==> src/rtl/prio_pkg.sv <==
package prio_pkg;
  // Width needed to hold levels 0..max_prio
  function automatic int level_width(input int max_prio);
    return (max_prio < 1) ? 1 : $clog2(max_prio + 1);
  endfunction

  // True when the level count is a power of two
  function automatic bit level_count_pow2(input int max_prio);
    return ((max_prio + 1) & max_prio) == 0;
  endfunction
endpackage

==> src/rtl/prio_legal.sv <==
module prio_legal #(
  parameter int MAX_PRIO = 7,
  parameter int PW       = prio_pkg::level_width(MAX_PRIO)
) (
  input  logic [31:0]   wdata,
  output logic          ok,
  output logic [PW-1:0] val
);
  localparam bit POW2 = prio_pkg::level_count_pow2(MAX_PRIO);

  generate
    if (POW2) begin : g_wrap
      // modulo a power of two keeps the implemented low bits
      logic unused_hi;
      assign unused_hi = ^wdata[31:PW];
      assign ok  = 1'b1;
      assign val = wdata[PW-1:0];
    end else begin : g_drop
      assign ok  = (wdata <= 32'(MAX_PRIO));
      assign val = wdata[PW-1:0];
    end
  endgenerate
endmodule

==> src/rtl/prio_addr_dec.sv <==
module prio_addr_dec #(
  parameter int ADDR_W     = 16,
  parameter int N_SRC      = 8,
  parameter int N_CTX      = 3,
  parameter int PRIO_BASE  = 'h0004,
  parameter int CTX_BASE   = 'h0200,
  parameter int CTX_STRIDE = 'h0080
) (
  input  logic [ADDR_W-1:0] addr,
  output logic [N_SRC-1:0]  src_sel,
  output logic [N_CTX-1:0]  ctx_sel
);
  localparam int SLOG = $clog2(CTX_STRIDE);

  logic [31:0] a_word;
  logic [31:0] p_off;
  logic [31:0] c_off;
  logic        in_prio;
  logic        in_ctx;
  logic        word0;
  logic        unused_lo;

  always_comb begin
    a_word  = {{(32-ADDR_W){1'b0}}, addr[ADDR_W-1:2], 2'b00};
    p_off   = a_word - 32'(PRIO_BASE);
    c_off   = a_word - 32'(CTX_BASE);
    in_prio = (a_word >= 32'(PRIO_BASE)) && (p_off < 32'(4 * N_SRC));
    in_ctx  = (a_word >= 32'(CTX_BASE)) && (c_off < 32'(N_CTX * CTX_STRIDE));
    word0   = (c_off & 32'(CTX_STRIDE - 1)) == 32'd0;
  end
  assign unused_lo = ^addr[1:0];

  generate
    for (genvar i = 0; i < N_SRC; i++) begin : g_src
      assign src_sel[i] = in_prio && ((p_off >> 2) == 32'(i));
    end
    for (genvar c = 0; c < N_CTX; c++) begin : g_ctx
      assign ctx_sel[c] = in_ctx && word0 && ((c_off >> SLOG) == 32'(c));
    end
  endgenerate
endmodule

==> src/rtl/prio_regbank.sv <==
module prio_regbank #(
  parameter int ADDR_W     = 16,
  parameter int N_SRC      = 8,
  parameter int N_CTX      = 3,
  parameter int MAX_PRIO   = 7,
  parameter int PRIO_BASE  = 'h0004,
  parameter int CTX_BASE   = 'h0200,
  parameter int CTX_STRIDE = 'h0080,
  parameter int PW         = prio_pkg::level_width(MAX_PRIO)
) (
  input  logic                clk,
  input  logic                rst_n,
  input  logic [ADDR_W-1:0]   bus_addr,
  input  logic [31:0]         bus_wdata,
  input  logic                bus_we,
  output logic [31:0]         bus_rdata,
  output logic [N_SRC*PW-1:0] src_prio_flat,
  output logic [N_CTX*PW-1:0] ctx_thr_flat,
  output logic                upd_strobe
);
  // reset: asserted asynchronously, released on the clock
  logic [1:0] rst_sync_q;
  logic       rst_int_n;

  always_ff @(posedge clk or negedge rst_n) begin
    if (!rst_n) rst_sync_q <= 2'b00;
    else        rst_sync_q <= {rst_sync_q[0], 1'b1};
  end
  assign rst_int_n = rst_sync_q[1];

  logic [N_SRC-1:0] src_sel;
  logic [N_CTX-1:0] ctx_sel;
  logic             leg_ok;
  logic [PW-1:0]    leg_val;

  prio_addr_dec #(
    .ADDR_W(ADDR_W), .N_SRC(N_SRC), .N_CTX(N_CTX),
    .PRIO_BASE(PRIO_BASE), .CTX_BASE(CTX_BASE), .CTX_STRIDE(CTX_STRIDE)
  ) u_dec (
    .addr(bus_addr), .src_sel(src_sel), .ctx_sel(ctx_sel)
  );

  prio_legal #(.MAX_PRIO(MAX_PRIO), .PW(PW)) u_legal (
    .wdata(bus_wdata), .ok(leg_ok), .val(leg_val)
  );

  logic [PW-1:0] src_q [N_SRC];
  logic [PW-1:0] ctx_q [N_CTX];
  logic [N_SRC-1:0] src_en;
  logic [N_CTX-1:0] ctx_en;
  logic             strobe_d;
  logic             strobe_q;

  // next-state: per-register clock enables
  always_comb begin
    src_en   = src_sel & {N_SRC{bus_we & leg_ok}};
    ctx_en   = ctx_sel & {N_CTX{bus_we & leg_ok}};
    strobe_d = (|src_en) | (|ctx_en);
  end

  generate
    for (genvar i = 0; i < N_SRC; i++) begin : g_src_reg
      always_ff @(posedge clk or negedge rst_int_n) begin
        if (!rst_int_n)     src_q[i] <= '0;
        else if (src_en[i]) src_q[i] <= leg_val;
      end
      assign src_prio_flat[i*PW +: PW] = src_q[i];
    end
    for (genvar c = 0; c < N_CTX; c++) begin : g_ctx_reg
      always_ff @(posedge clk or negedge rst_int_n) begin
        if (!rst_int_n)     ctx_q[c] <= '0;
        else if (ctx_en[c]) ctx_q[c] <= leg_val;
      end
      assign ctx_thr_flat[c*PW +: PW] = ctx_q[c];
    end
  endgenerate

  always_ff @(posedge clk or negedge rst_int_n) begin
    if (!rst_int_n) strobe_q <= 1'b0;
    else            strobe_q <= strobe_d;
  end
  assign upd_strobe = strobe_q;

  // readback: selects are one-hot or empty, so an OR-reduce suffices
  always_comb begin
    logic [PW-1:0] acc;
    acc = '0;
    for (int i = 0; i < N_SRC; i++) if (src_sel[i]) acc = acc | src_q[i];
    for (int c = 0; c < N_CTX; c++) if (ctx_sel[c]) acc = acc | ctx_q[c];
    bus_rdata = {{(32-PW){1'b0}}, acc};
  end
endmodule

==> config.mk <==
export PLATFORM = sky130hd
export DESIGN_NAME = prio_regbank
export DESIGN_NICKNAME = d
export VERILOG_FILES = /design/src/rtl/prio_pkg.sv /design/src/rtl/prio_legal.sv /design/src/rtl/prio_addr_dec.sv /design/src/rtl/prio_regbank.sv
export SDC_FILE = /design/constraint.sdc
export NUM_CORES = 1
export LEC_CHECK = 0
export ABC_AREA = 1
export BUFFER_PORTS_ARGS = -buffer_cell sky130_fd_sc_hd__buf_4
export CAP_MARGIN = 10
export CORE_UTILIZATION = 40
export CTS_BUF_LIST = sky130_fd_sc_hd__clkbuf_2
export CTS_CLUSTER_SIZE = 16
export DETAILED_ROUTE_END_ITERATION = 8
export GPL_ROUTABILITY_DRIVEN = 0
export GPL_TIMING_DRIVEN = 0
export PLACE_DENSITY = 0.7
export SETUP_SLACK_MARGIN = 0.3
export SLEW_MARGIN = 5
export SYNTH_ARGS = -nofsm -noshare
export SYNTH_HDL_FRONTEND = slang
export SYNTH_SLANG_ARGS = --single-unit
==> constraint.sdc <==
create_clock -name clk -period 1.8 [get_ports clk]
set_input_delay 0.18 -clock clk [delete_from_list [all_inputs] [get_ports clk]]
set_output_delay 0.18 -clock clk [all_outputs]
set_load 0.05 [all_outputs]
### Yosys cells after proc, flatten, opt, wreduce, memory -nomap -nowiden

Index checks and enable logic that the tools add are counted.
Widths: inputs -> output; s select.

| operators by class | value |
|---|---|
| muxes and demuxes | 11 |
| order comparisons | 4 |
| equal/unequal tests | 9 |
| $add $sub $neg | 2 |
| bitwise gates (word level) | 13 |
| reductions and logical operators | 19 |

Operator list:

| operator | number |
|---|---|
| $eq 30x3->1 const B | 4 |
| $logic_not 32->1 | 3 |
| $eq 30x2->1 const B | 2 |
| $mux 3 | 11 |
| $lt 32x6->1 const B | 1 |
| $lt 32x9->1 const B | 1 |
| $eq 30x1->1 const B | 1 |
| $or 3x3->3 | 10 |
| $eq 25x1->1 const B | 1 |
| $eq 25x2->1 const B | 1 |
| $sub 16x10->17 const B | 1 |
| $sub 16x3->17 const B | 1 |
| $ge 16x10->1 const B | 1 |
| $ge 16x3->1 const B | 1 |
| $logic_and 1x1->1 | 14 |
| $and 8x8->8 | 1 |
| $reduce_or 8->1 | 1 |
| $and 3x3->3 | 1 |
| $reduce_or 3->1 | 1 |
| $or 1x1->1 | 1 |

| storage, ports and cells | value |
|---|---|
| output and inout port bits | 66 |
| register bits | 36 |
| word-level logic and storage cells | 71 |

### Depth between registers and ports, before layout

Gate-level depths: netlist of run 1.

| logic depth | value |
|---|---|
| depth after elaboration | 25 |
| mapped depth | 14 |

### Cells and area by module

A second synthesis of run 1 with hierarchy kept.

| second synthesis, totals | value |
|---|---|
| cells, all modules | 337 |
| area total of the unflattened synthesis | 2567.5 um^2 |

Modules (own cells, without submodules):

| module | times used | cells an instance | area an instance (um^2) |
|---|---|---|---|
| prio_regbank | 1 | 221 | 1889.3 |
| prio_addr_dec | 1 | 111 | 644.4 |
| prio_legal | 1 | 5 | 33.8 |

### Least setup slack after synthesis of run 1

Ideal clock, no wire load.

| path | value |
|---|---|
| kind | input to output |
| from | input port bus_addr[9] |
| to | output port bus_rdata[0] |
| path slack | -0.211 ns |
| data required time | 1.620 ns |
| arrival | 1.831 ns |
| cell stages on the path | 13 |
| cell sequence | inv_1 > ha_1 > nand2_1 > nor2_1 > nand2_2 > nand3_2 > nor2_8 > nand2_4 > nor2_8 > nand3_1 > nand2_1 > nor2_1 > nand2_1 |

| between the ends | value |
|---|---|
| cells in the longest elaborated chain, start to end | 25 |
| elaborated cells on any way between the ends | 52 |
| classes of those cells | 2 x add/sub; 4 x order compare; 9 x eq/ne; 11 x mux; 10 x bitwise; 16 x reduce/logical |

Ends and longest elaborated chain:

| what | RTL line | source |
|---|---|---|
| start: declaration | prio_regbank.sv:13 | `input logic [ADDR_W-1:0] bus_addr,` |
| $sub 16x3->17 | prio_addr_dec.sv:25 | `p_off = a_word - 32'(PRIO_BASE);` |
| $lt 32x6->1 | prio_addr_dec.sv:27 | `in_prio = (a_word >= 32'(PRIO_BASE)) && (p_off < 32'(4 * N_SRC));` |
| $logic_and 1x1->1 | prio_addr_dec.sv:27 |  |
| $logic_and 1x1->1 | prio_addr_dec.sv:35 | `assign src_sel[i] = in_prio && ((p_off >> 2) == 32'(i));` |
| $mux 3 | prio_regbank.sv:88 | `for (int i = 0; i < N_SRC; i++) if (src_sel[i]) acc = acc \| src_q[i];` |
| $or 3x3->3 | prio_regbank.sv:88 |  |
| $mux 3 | prio_regbank.sv:88 |  |
| $or 3x3->3 | prio_regbank.sv:88 |  |
| [... 9 more ...] | - |  |
| $or 3x3->3 | prio_regbank.sv:88 |  |
| $mux 3 | prio_regbank.sv:88 |  |
| $or 3x3->3 | prio_regbank.sv:89 | `for (int c = 0; c < N_CTX; c++) if (ctx_sel[c]) acc = acc \| ctx_q[c];` |
| $mux 3 | prio_regbank.sv:89 |  |
| $or 3x3->3 | prio_regbank.sv:89 |  |
| $mux 3 | prio_regbank.sv:89 |  |
| $or 3x3->3 | prio_regbank.sv:89 |  |
| $mux 3 * | prio_regbank.sv:89 |  |
| end: declaration | prio_regbank.sv:16 | `output logic [31:0] bus_rdata,` |

Mark *: on every way between the ends. The rest lies on a longest branch, timed or not.

### Worst setup path after layout of run 1

| path | value |
|---|---|
| from | input port bus_addr[5] |
| to | output port bus_rdata[0] |

Same word-level chain as after synthesis.

==> results by group, run 1 <==
Place
  – Number of buffers added on ports: 56
  – Hpwl dp: 5.11 mm
  – Dpl ws: -361 ps
  – Placed Area: 3330 um^2

Power and ir drop
  – Power share of the sequential group: between 50% and 60%
  – Pwr per Cell Area: 418 nW/um^2
  – Clock network power share: 23.1%
  – Leakage: between 2 and 2.5 nW
  – Total power: approximately 1.6 mW
  – Combinational power share: 26.4%
  – Internal power: 1.06 mW
  – Sw Ratio: between 30% and 40%
  – P_sw: 578 uW
  – Peak supply drop: 0.357 mV

Worst setup path
  – Maximum fanout along the worst path: 7
  – Worst reg2reg path startpoint: rst_sync_q[1]
  – Crit Path Class: input pin to output pin
  – RR Endpoint: src_prio_flat[0]
  – Critical path launch point type: input pin
  – Crit path required time: 1620 ps
  – R2r worst-path depth: 0
  – Critical Path End Type: output pin
  – R2r setup slk: between 900 and 1000 ps
  – WP data arrival: between 1500 and 2000 ps

Floorplanning
  – Die Span Y: just over 80 um
  – Area of the core: 6350 um^2
  – Boundary Pins: between 100 and 150
  – Die area: approximately 7000 um^2
  – Initial Util: 41.4%
  – FP Rows: 29
  – Chip width: 83.0 um

Synth
  – Most common cell in the netlist: nand2_1
  – Synth area leader: dfrtp_1
  – Ys Warns: 0
  – Synth Cell Area: about 2600 um^2
  – Largest cells by area after synthesis: dfrtp_1 (34%), nand2_1 (13%), buf_4 (8.3%)
  – EDFF count, synth: 0
  – Seq cells post-synth: 36
  – Top post-synthesis cells by count: nand2_1 (92), inv_1 (38), dfrtp_1 (36)
  – Most used DFF post-synth: dfrtp_1
  – Yosys top cell area share: about a third
  – Post-synthesis async set-or-reset flop share: 100%
  – Synth cell types: 28
  – Cell count after synthesis: 360
  – Seq/Total Area, Yosys: between 30% and 40%
  – Syn_area_per_cell: about 7.3 um^2

STA
  – Final setup violation count: 7
  – Pins Over Slew Limit: 0
  – Highest clock rate: between 400 and 500 MHz
  – Final period util: 117%
  – Fin Setup TNS: -1570 ps
  – RSZ-0062 raised after global routing: yes
  – Setup Skew: approximately 23 ps
  – Worst Tran Pin Value: ~790 ps
  – Final Hold Fails: 0
  – Slew headroom: 47.3%
  – Setup slack after layout: -310 ps
  – Minimum clock period: roughly 2100 ps

Route
  – Routed Antenna Nets: 0
  – Drt pass-1 iters: 4
  – Via/cell ratio: slightly below 5
  – Post-Route WL: ~7.5 mm
  – Wire length per cell: approximately 13 um
  – Drt drc: 0
  – 1st-iter DRT viols: approximately 160
  – Vias: around 2800

Clock tree
  – Reg clk slew, reported paths: ~190 ps
  – H-tree depth: 2
  – Clk buf depth: 2
  – Clk_lat worst skew: 400 ps
  – Root buffer cell: clkbuf_2
  – CTS Buf Count: 5
  – CTS tree: done
  – Total clock sinks: 36

Global route
  – Vias in the first global route: roughly 2400
  – First-pass GRT wire length: 11.1 mm
  – Congestion Overflow GR: 0
  – Initial antenna violation count: 0
  – GRT Total Usage: between 10% and 20%
  – Largest net degree at the start of global routing: 35

Hold path
  – Hold WC Path Type: input pin to asynchronous set/reset pin

Cells and area
  – Final net count: around 540
  – Area Overhead vs Synth: 49.2%
  – Layout cell share with drive strength beyond 1: between 40% and 50%
  – Design area: around 3900 um^2
  – Antenna diodes: 0

Flow run
  – Maxcap violations: 0

Run status
  – Failing checks: negative setup slack
  – Status: finished, violations left
[sequential cells by signal, summed over array words and instances (netlist names)]
name / cells
src_prio_flat: 24
ctx_thr_flat: 9
rst_sync_q: 2
upd_strobe: 1
[kinds of logic (layout without fill, tap and decap cells)]
family                   after synthesis  after routing  synth area share, %
AND/OR/NAND/NOR                      208            209                 41.8
adder cells (fa/ha/maj)                2              2                0.953
AO/OA/AOI/OAI                         39             39                 7.77
flip-flops                            36             36                 34.3
buffers and inverters                 72            168                 14.4
multiplexers                           1              1                0.429
other                                  2             30                0.286
[power by group through the flow]
stage	logic [mW]	registers [mW]	clock network [mW]
global placement	0.371	0.842	0
CTS	0.399	0.828	0.376
detailed placement	0.374	0.842	0
floorplan	0.292	0.839	0
finish	0.432	0.827	0.378
global route	0.458	0.831	0.414
[worst max-delay path, stage by stage]
cell	delay, ps
buf_4	140
nor2_4	170
nand3_2	120
nand2_2	80
nand3_2	90
inv_2	80
nand2_4	90
nor2_8	190
nand2_8	90
nor2_8	160
nand3_1	150
nand2_1	100
nor2_1	60
nand2_2	80
buf_8	140
[layer usage]
layer / vias to the layer above / share of wire (%) / routed length, um / GRT usage [%]
met4: 0 / 1.9 / 143 / 5.49
met3: 14 / 6.0 / 453 / 2.88
met2: 113 / 50 / 3790 / 34.4
li1: 1355 / - / - / -
met5: - / 0 / 0 / 0
met1: 1277 / 42 / 3120 / 25.8
[worst max path at each step]
stage | startpoint | to | slack [ps] | cells after the start
floorplan | bus_addr[4] | bus_rdata[0] | 20 | 13
global placement | bus_addr[9] | bus_rdata[0] | -340 | 15
detailed placement | bus_addr[2] | bus_rdata[0] | -360 | 15
CTS | bus_addr[3] | bus_rdata[1] | -240 | 15
global route | bus_addr[2] | bus_rdata[0] | -410 | 13
finish | bus_addr[5] | bus_rdata[0] | -310 | 15
[what timing repair did]
item / CTS / global route
endpoints found under the hold margin: 5 / 0
resized for setup: 15 / 54
endpoints found under the setup margin: 10 / 33
hold buffers: 4 / 0
setup buffers: 11 / 17
pin swaps: 17 / 39
gates cloned: 1 / 0
[cell type report]
class                      instances  area (um^2)
buffer                            30          221
clock buffer                       7         35.0
clock inverter                     1         5.00
fill                             563         2430
inverter                          42          163
multi-input combinational        281         1690
sequential                        36          902
tap                               77         96.3
timing repair buffer              88          802
[stage by stage]
stage                     utilization, %  std cells  hold slack, ps
after floorplan                        -        388            -116
after global routing                61.7        562            27.2
final                               61.7        562            57.8
after global placement              52.5        521           -36.8
after detailed placement            52.5        521           -36.2
after CTS                           56.2        545            49.3
[layout by cell type, fill, tap and decap left out, drive strengths merged]
cell type    instances
clkinv               1
conb                30
o211ai               2
nand2               99
clkbuf               8
inv                 42
nand3               41
dfrtp               36
buf                113
nand3b               2
o21ai               37
mux2                 1
and2                 1
nor2                45
nand4               10
nor3                11
ha                   2
dlygate4sd3          4
Power figures use the tool's default switching activity.
==> run 2, diff against run 1 <==
ABC_AREA = 0   (was 1)
PLACE_DENSITY = 0.72   (was 0.7)
==> run 2 against run 1 <==
The flow still finishes with violations (negative setup slack); area after synthesis shrank 11%; critical endpoint unchanged; sequential share of layout area grew 2.5 points; critical path type unchanged; sequential power shrank 0.8%; total power shrank 0.16%; highest routed layer unchanged; final area shrank 9.5%; clock skew shrank 1.1 ps; die area shrank 11%; flip-flop and latch count is the same.
==> results by group, run 2 <==
Floorplanning
  – Initial Util: 41.8% (+0.44 points)
  – Area of the core: 5570 um^2 (-12%)
  – Die Span Y: 78.3 um (-5.7%)
  – Boundary Pins: 117 (unchanged)
  – Die area: 6130 um^2 (-11%)
  – Chip width: 78.3 um (-5.7%)
  – FP Rows: 27 (-6.9%)

Clock tree
  – Clk buf depth: 2 (unchanged)
  – Reg clk slew, reported paths: 210 ps (+20 ps)
  – H-tree depth: 2 (unchanged)
  – CTS tree: done
  – Total clock sinks: 36 (unchanged)
  – Root buffer cell: clkbuf_2
  – Clk_lat worst skew: 420 ps (+20 ps)
  – CTS Buf Count: 5 (unchanged)

Power and ir drop
  – Combinational power share: 25.5% (-0.9 points)
  – Leakage: 1.73 nW (-17%)
  – Pwr per Cell Area: 461 nW/um^2 (+10%)
  – Total power: 1.63 mW (-0.16%)
  – Sw Ratio: 35.1% (-0.23 points)
  – Internal power: 1.06 mW (+0.20%)
  – Power share of the sequential group: 50.1% (-0.4 points)
  – P_sw: 573 uW (-0.80%)
  – Peak supply drop: 0.333 mV (-6.9%)
  – Clock network power share: 24.4% (+1.3 points)

Global route
  – First-pass GRT wire length: 9.56 mm (-14%)
  – Vias in the first global route: 1952 (-19%)
  – Largest net degree at the start of global routing: 23 (-34%)
  – Congestion Overflow GR: 0 (unchanged)
  – GRT Total Usage: 20.2% (+0.36 points)
  – Initial antenna violation count: 0 (unchanged)

Run status
  – Status: finished, violations left
  – Failing checks: negative setup slack

Cells and area
  – Finished Core Util: 63.6% (+1.9 points)
  – Most frequent cells in the layout: buf_4 (94), dfrtp_1 (34), conb_1 (30)
  – Flip-flop count of the largest register after layout: 24 (unchanged)
  – Final net count: 389 (-28%)
  – Layout cell share with drive strength beyond 1: 55.2% (+14 points)
  – Commonest non-fill, non-tap cell in the layout: buf_4
  – Area Overhead vs Synth: 52.1%
  – Antenna diodes: 0 (unchanged)

STA
  – RSZ-0062 raised after global routing: yes
  – Final setup violation count: 9 (+2)
  – Pins Over Slew Limit: 0 (unchanged)
  – Final Hold Fails: 0 (unchanged)
  – Final period util: 119% (+1.7 points)
  – Worst Tran Pin Value: 628 ps (-162 ps)
  – Setup slack after layout: -340 ps (-30.1 ps)
  – Highest clock rate: 467 MHz (-1.4%)
  – Setup Skew: 22.1 ps (-1.15 ps)
  – Slew headroom: 58.1% (+11 points)
  – Minimum clock period: 2140 ps (+30.1 ps)

Synth
  – Ys Warns: 0 (unchanged)
  – Largest cells by area after synthesis: dfrtp_1 (39%), mux2_2 (15%), buf_4 (9.3%)
  – EDFF count, synth: 0 (unchanged)
  – Top post-synthesis cells by count: dfrtp_1 (36), mux2_2 (30), buf_4 (29)
  – Seq/Total Area, Yosys: 38.7% (+4.4 points)
  – Post-synthesis async set-or-reset flop share: 100% (unchanged)
  – Synth Cell Area: 2330 um^2 (-11%)
  – Most common cell in the netlist: dfrtp_1
  – Seq cells post-synth: 36 (unchanged)
  – Yosys top cell area share: 38.7% (+4.4 points)
  – Synth cell types: 49 (+75%)
  – Most used DFF post-synth: dfrtp_1
  – Cell count after synthesis: 222 (-38%)
  – Synth area leader: dfrtp_1
  – Syn_area_per_cell: 10.5 um^2 (+44%)

Route
  – Drt pass-1 iters: 4 (unchanged)
  – Post-Route WL: 6.30 mm (-16%)
  – 1st-iter DRT viols: 136 (-12%)
  – Via/cell ratio: 4.96 (+1.1%)
  – Routed Antenna Nets: 0 (unchanged)
  – Vias: 2029 (-26%)
  – Drt drc: 0 (unchanged)
  – Wire length per cell: 15.4 um (+15%)

Worst setup path
  – Crit Path Class: input pin to output pin
  – Crit path required time: 1620 ps (about the same)
  – Critical Path End Type: output pin
  – WP data arrival: 1960 ps (+30 ps)
  – Critical path launch point type: input pin
  – Maximum fanout along the worst path: 3 (-4)

Place
  – Number of buffers added on ports: 53 (-5.4%)
  – Hpwl dp: 4.37 mm (-14%)

Hold path
  – Hold WC Path Type: input pin to asynchronous set/reset pin

Flow run
  – Maxcap violations: 0 (unchanged)
[run 2: changes by cell type in the layout (fill, tap and decap cells not counted), sizes merged, moves of 29 or more]
cell / previous run / this run
nand2: 99 / 15
o21ai: 37 / 8
mux2: 1 / 33
nand3: 41 / 3
inv: 42 / 5
nor2: 45 / 9
[run 2: power by group through the flow]
stage | logic (mW) | clock network, mW | registers (mW)
CTS | 0.386 | 0.403 | 0.820
global route | 0.439 | 0.455 | 0.822
global placement | 0.341 | 0 | 0.842
finish | 0.416 | 0.399 | 0.820
floorplan | 0.275 | 0 | 0.840
detailed placement | 0.359 | 0 | 0.834
[run 2: repair_timing]
action                                 in CTS  in global routing
pin swaps                                  12                 13
endpoints found under the hold margin       5                  0
buffers inserted                           11                 10
hold buffers                                4                  0
gates cloned                                0                  0
setup endpoints to repair                  30                 26
resized for setup                          23                 15
[run 2: worst paths after layout]
check,start,to,slack (ps),depth (start not counted)
worst max-delay path,bus_addr[2],bus_rdata[0],-340,9
worst min-delay path,rst_n,rst_sync_q[1],50,2
worst max register to register,src_prio_flat[14],src_prio_flat[14],870,2
worst min register to register,rst_sync_q[1],src_prio_flat[19],270,0
max in group asynchronous,rst_sync_q[1],src_prio_flat[14],980,1
min in group clk,bus_we,upd_strobe,50,3
[run 2: per-stage QoR]
stage          setup TNS (ps)  area (um^2)  cells  hold slack, ps  worst slack, ps
2_1_floorplan           -3300         2580    250            -116             -242
3_3_place_gp           -10340         3070    375           -37.1             -549
3_5_place_dp           -11020         3100    376           -34.9             -576
4_1_cts                 -1340         3380    399            17.2             -330
5_1_grt                 -1410         3540    409            1.97             -399
6_report                -1160         3540    409            47.2             -340
[run 2: metal layers]
metal  GRT usage (%)  part of all wire, %  up-vias  wire length, um
met4            9.81                  2.7        0              172
li1                -                    -      972                -
met1            26.3                   42      955             2670
met3            3.95                  5.4       17              341
met5               0                    0        -                0
met2            32.2                   50       85             3120
[run 2: logic make-up (layout without fill, tap and decap cells)]
family | count (synthesis) | count (layout) | synth area share [%]
AOI/OAI and AO/OA | 27 | 27 | 8.16
other | 2 | 30 | 0.322
and+or+nand+nor | 68 | 68 | 19.0
muxes | 38 | 38 | 18.6
buffers and inverters | 46 | 133 | 13.1
xor gates and xnor gates | 3 | 3 | 1.13
adders and majority gates | 2 | 2 | 1.07
DFF | 36 | 36 | 38.7
[run 2: final cells by class]
type	count	area, um^2
plain buffers	41	325
clock buffers	5	25.0
clock inverters	3	23.8
fillers	463	2030
inverters	5	18.8
multi-input cells	168	1490
flip-flops and latches	36	903
well taps	72	90.1
repair buffers	79	669
[run 2: worst max-delay path: stages]
cell	delay, ps
buf_12	100
or4_4	530
clkbuf_16	180
xnor2_4	150
buf_4	150
a21oi_4	40
a2111oi_4	390
o21ai_4	80
buf_6	160
==> run 3, diff against run 2 <==
BUFFER_PORTS_ARGS = default   (was -buffer_cell sky130_fd_sc_hd__buf_4)
DONT_BUFFER_PORTS = 1   (was default)
PLACE_DENSITY = 0.54   (was 0.72)
==> run 3 against run 2 <==
The flow still finishes with violations (negative setup slack); first-iteration DRC count fell by 43%; die area stayed put; via count decreased by 12%; total power is 2.8% higher; critical endpoint unchanged; largest cell class unchanged.
==> results by group, run 3 (same netlist as run 2, synthesis figures left out) <==
Place
  – Placed Area: 2680 um^2 (-14%)
  – Hpwl dp: 4.26 mm (-2.7%)
  – Placed cell count: 322 (-14%)
  – Number of buffers added on ports: 0 (-100%)
  – Dpl ws: -546 ps (+30.4 ps)

Worst setup path
  – Cell family with most CP delay: compound AO/OA/AOI/OAI gates
  – CP bufs+invs: 0 (-4)
  – WP data arrival: 2180 ps (+220 ps)
  – Crit path required time: 1620 ps (about the same)
  – Critical path launch point type: flop
  – Maximum fanout along the worst path: 3 (unchanged)
  – Critical Path End Type: output pin
  – Crit Path Class: flop to output pin
  – Max incr delay on CP: 580 ps (+50 ps)
  – Slowest-stage cell, CP: dfrtp_2
  – Crit path cell chain: mux2i_2 > or4_1 > a21oi_2 > a2111oi_2 > o21ai_4

Route
  – Via/cell ratio: 5.16 (+4.1%)
  – Post-Route WL: 5.91 mm (-6.3%)
  – Vias: 1792 (-12%)
  – Routed Antenna Nets: 0 (unchanged)
  – Wire length per cell: 17.0 um (+10%)
  – Drt drc: 0 (unchanged)
  – Drt pass-1 iters: 4 (unchanged)
  – 1st-iter DRT viols: 77 (-43%)

Cells and area
  – Final net count: 327 (-16%)
  – Commonest non-fill, non-tap cell in the layout: buf_4
  – Antenna diodes: 0 (unchanged)
  – Design area: 3030 um^2 (-15%)
  – Flip-flop count of the largest register after layout: 24 (unchanged)
  – Layout cell share with drive strength beyond 1: 48.0% (-7.2 points)
  – Filler cells: 527 (+14%)
  – Post-route insts no fill: 347 (-15%)
  – Area Overhead vs Synth: 30.0%
  – Most frequent cells in the layout: buf_4 (36), conb_1 (30), dfrtp_1 (24)

Global route
  – Initial antenna violation count: 0 (unchanged)
  – Largest net degree at the start of global routing: 35 (+52%)
  – Vias in the first global route: 1778 (-8.9%)
  – First-pass GRT wire length: 9.40 mm (-1.7%)
  – GRT Total Usage: 20.3% (+0.080 points)
  – Congestion Overflow GR: 0 (unchanged)

Power and ir drop
  – Leakage: 1.36 nW (-22%)
  – P_sw: 521 uW (-9.2%)
  – Total power: 1.68 mW (+2.8%)
  – Clock network power share: 30.9% (+6.5 points)
  – Power share of the sequential group: 49.3% (-0.8 points)
  – Sw Ratio: 31.0% (-4.1 points)
  – Internal power: 1.16 mW (+9.2%)
  – Combinational power share: 19.8% (-5.7 points)
  – Peak supply drop: 0.335 mV (+0.57%)
  – Pwr per Cell Area: 555 nW/um^2 (+20%)

Clock tree
  – Reg clk slew, reported paths: 180 ps (-30 ps)
  – Clk_lat worst skew: 390 ps (-30 ps)
  – CTS Buf Count: 5 (unchanged)
  – CTS tree: done
  – H-tree depth: 2 (unchanged)
  – Total clock sinks: 36 (unchanged)
  – Clk buf depth: 2 (unchanged)
  – Root buffer cell: clkbuf_2

Hold path
  – Hold WC Path Type: input pin to flop

STA
  – Pins Over Slew Limit: 0 (unchanged)
  – Final setup violation count: 3 (-6)
  – Final Hold Fails: 0 (unchanged)
  – Min Hold Slack: 126 ps (+78.5 ps)
  – Minimum clock period: 2360 ps (+219 ps)
  – Highest clock rate: 424 MHz (-9.3%)
  – RSZ-0062 raised after global routing: yes
  – Final period util: 131% (+12 points)
  – Slew headroom: 51.6% (-6.6 points)
  – Setup slack after layout: -560 ps (-219 ps)
  – Setup Skew: 11.1 ps (-11.0 ps)
  – Worst Tran Pin Value: 727 ps (+98.3 ps)

Floorplanning
  – Boundary Pins: 117 (unchanged)
  – Die Span Y: 78.3 um (unchanged)
  – Initial Util: 41.8% (unchanged)
  – Area of the core: 5570 um^2 (unchanged)
  – FP Rows: 27 (unchanged)
  – Die area: 6130 um^2 (unchanged)
  – Chip width: 78.3 um (unchanged)

Run status
  – Status: finished, violations left
  – Failing checks: negative setup slack

Flow run
  – Maxcap violations: 0 (unchanged)
==> run 3: changes by cell type in the layout (fill, tap and decap cells not counted), moves of 2 or more <==
| cell | previous run | this run |
|---|---|---|
| buf_12 | 3 | 1 |
| buf_4 | 94 | 36 |
| buf_6 | 8 | 4 |
| clkinvlp_4 | 2 | 0 |
| dfrtp_1 | 34 | 24 |
| dfrtp_2 | 2 | 12 |
| dlygate4sd3_1 | 4 | 7 |
| mux2_2 | 16 | 18 |
| mux2_4 | 17 | 15 |
| nor2_2 | 4 | 0 |
| nor2_4 | 1 | 5 |
==> run 3: layout make-up <==
| type | instances | area [um^2] | area share (%) |
|---|---|---|---|
| plain buffers | 41 | 309 | 10.2 |
| clock buffers | 6 | 30.0 | 0.992 |
| clock inverters | 2 | 35.0 | 1.16 |
| inverters | 5 | 18.8 | 0.620 |
| multi-input cells | 168 | 1470 | 48.6 |
| flip-flops and latches | 36 | 916 | 30.2 |
| well taps | 72 | 90.1 | 2.98 |
| repair buffers | 17 | 156 | 5.17 |
==> run 3: worst paths after layout <==
check,slack (ps),startpoint,cells past startpoint,to
setup / recovery,-560,src_prio_flat[9],5,bus_rdata[0]
hold / removal,130,bus_we,2,src_prio_flat[22]
setup reg to reg,710,ctx_thr_flat[5],1,ctx_thr_flat[5]
hold reg to reg,330,rst_sync_q[1],0,ctx_thr_flat[8]
max in group asynchronous,960,rst_sync_q[1],0,src_prio_flat[22]
min in group asynchronous,330,rst_sync_q[1],0,ctx_thr_flat[8]
==> run 3: repair_timing <==
| item | CTS | global route |
|---|---|---|
| cloned | 0 | 0 |
| resized for setup | 22 | 18 |
| hold buffers | 7 | 0 |
| buffers inserted | 4 | 6 |
| hold endpoints to repair | 6 | 0 |
| pin swaps | 4 | 5 |
| setup endpoints to repair | 27 | 32 |
==> run 3: layer usage <==
metal | vias up | routed length, um | global-route usage [%]
met4 | 0 | 133 | 7.59
met5 | - | 0 | 0
met3 | 11 | 414 | 5.81
met2 | 75 | 2900 | 33.5
met1 | 863 | 2460 | 25.1
li1 | 843 | - | -
==> run 3: power groups by stage <==
| stage | logic, mW | clock network (mW) | registers (mW) |
|---|---|---|---|
| 3_5_place_dp | 0.300 | 0 | 0.845 |
| 4_1_cts | 0.321 | 0.544 | 0.830 |
| 2_1_floorplan | 0.275 | 0 | 0.840 |
| 6_report | 0.333 | 0.519 | 0.828 |
| 3_3_place_gp | 0.300 | 0 | 0.844 |
| 5_1_grt | 0.352 | 0.573 | 0.833 |
==> run 3: stage by stage <==
stage / util (%) / setup TNS [ps]
floorplan: - / -3300
detailed placement: 48.0 / -8300
global placement: 48.0 / -8590
finish: 54.3 / -1510
CTS: 52.4 / -1590
global route: 54.3 / -1730
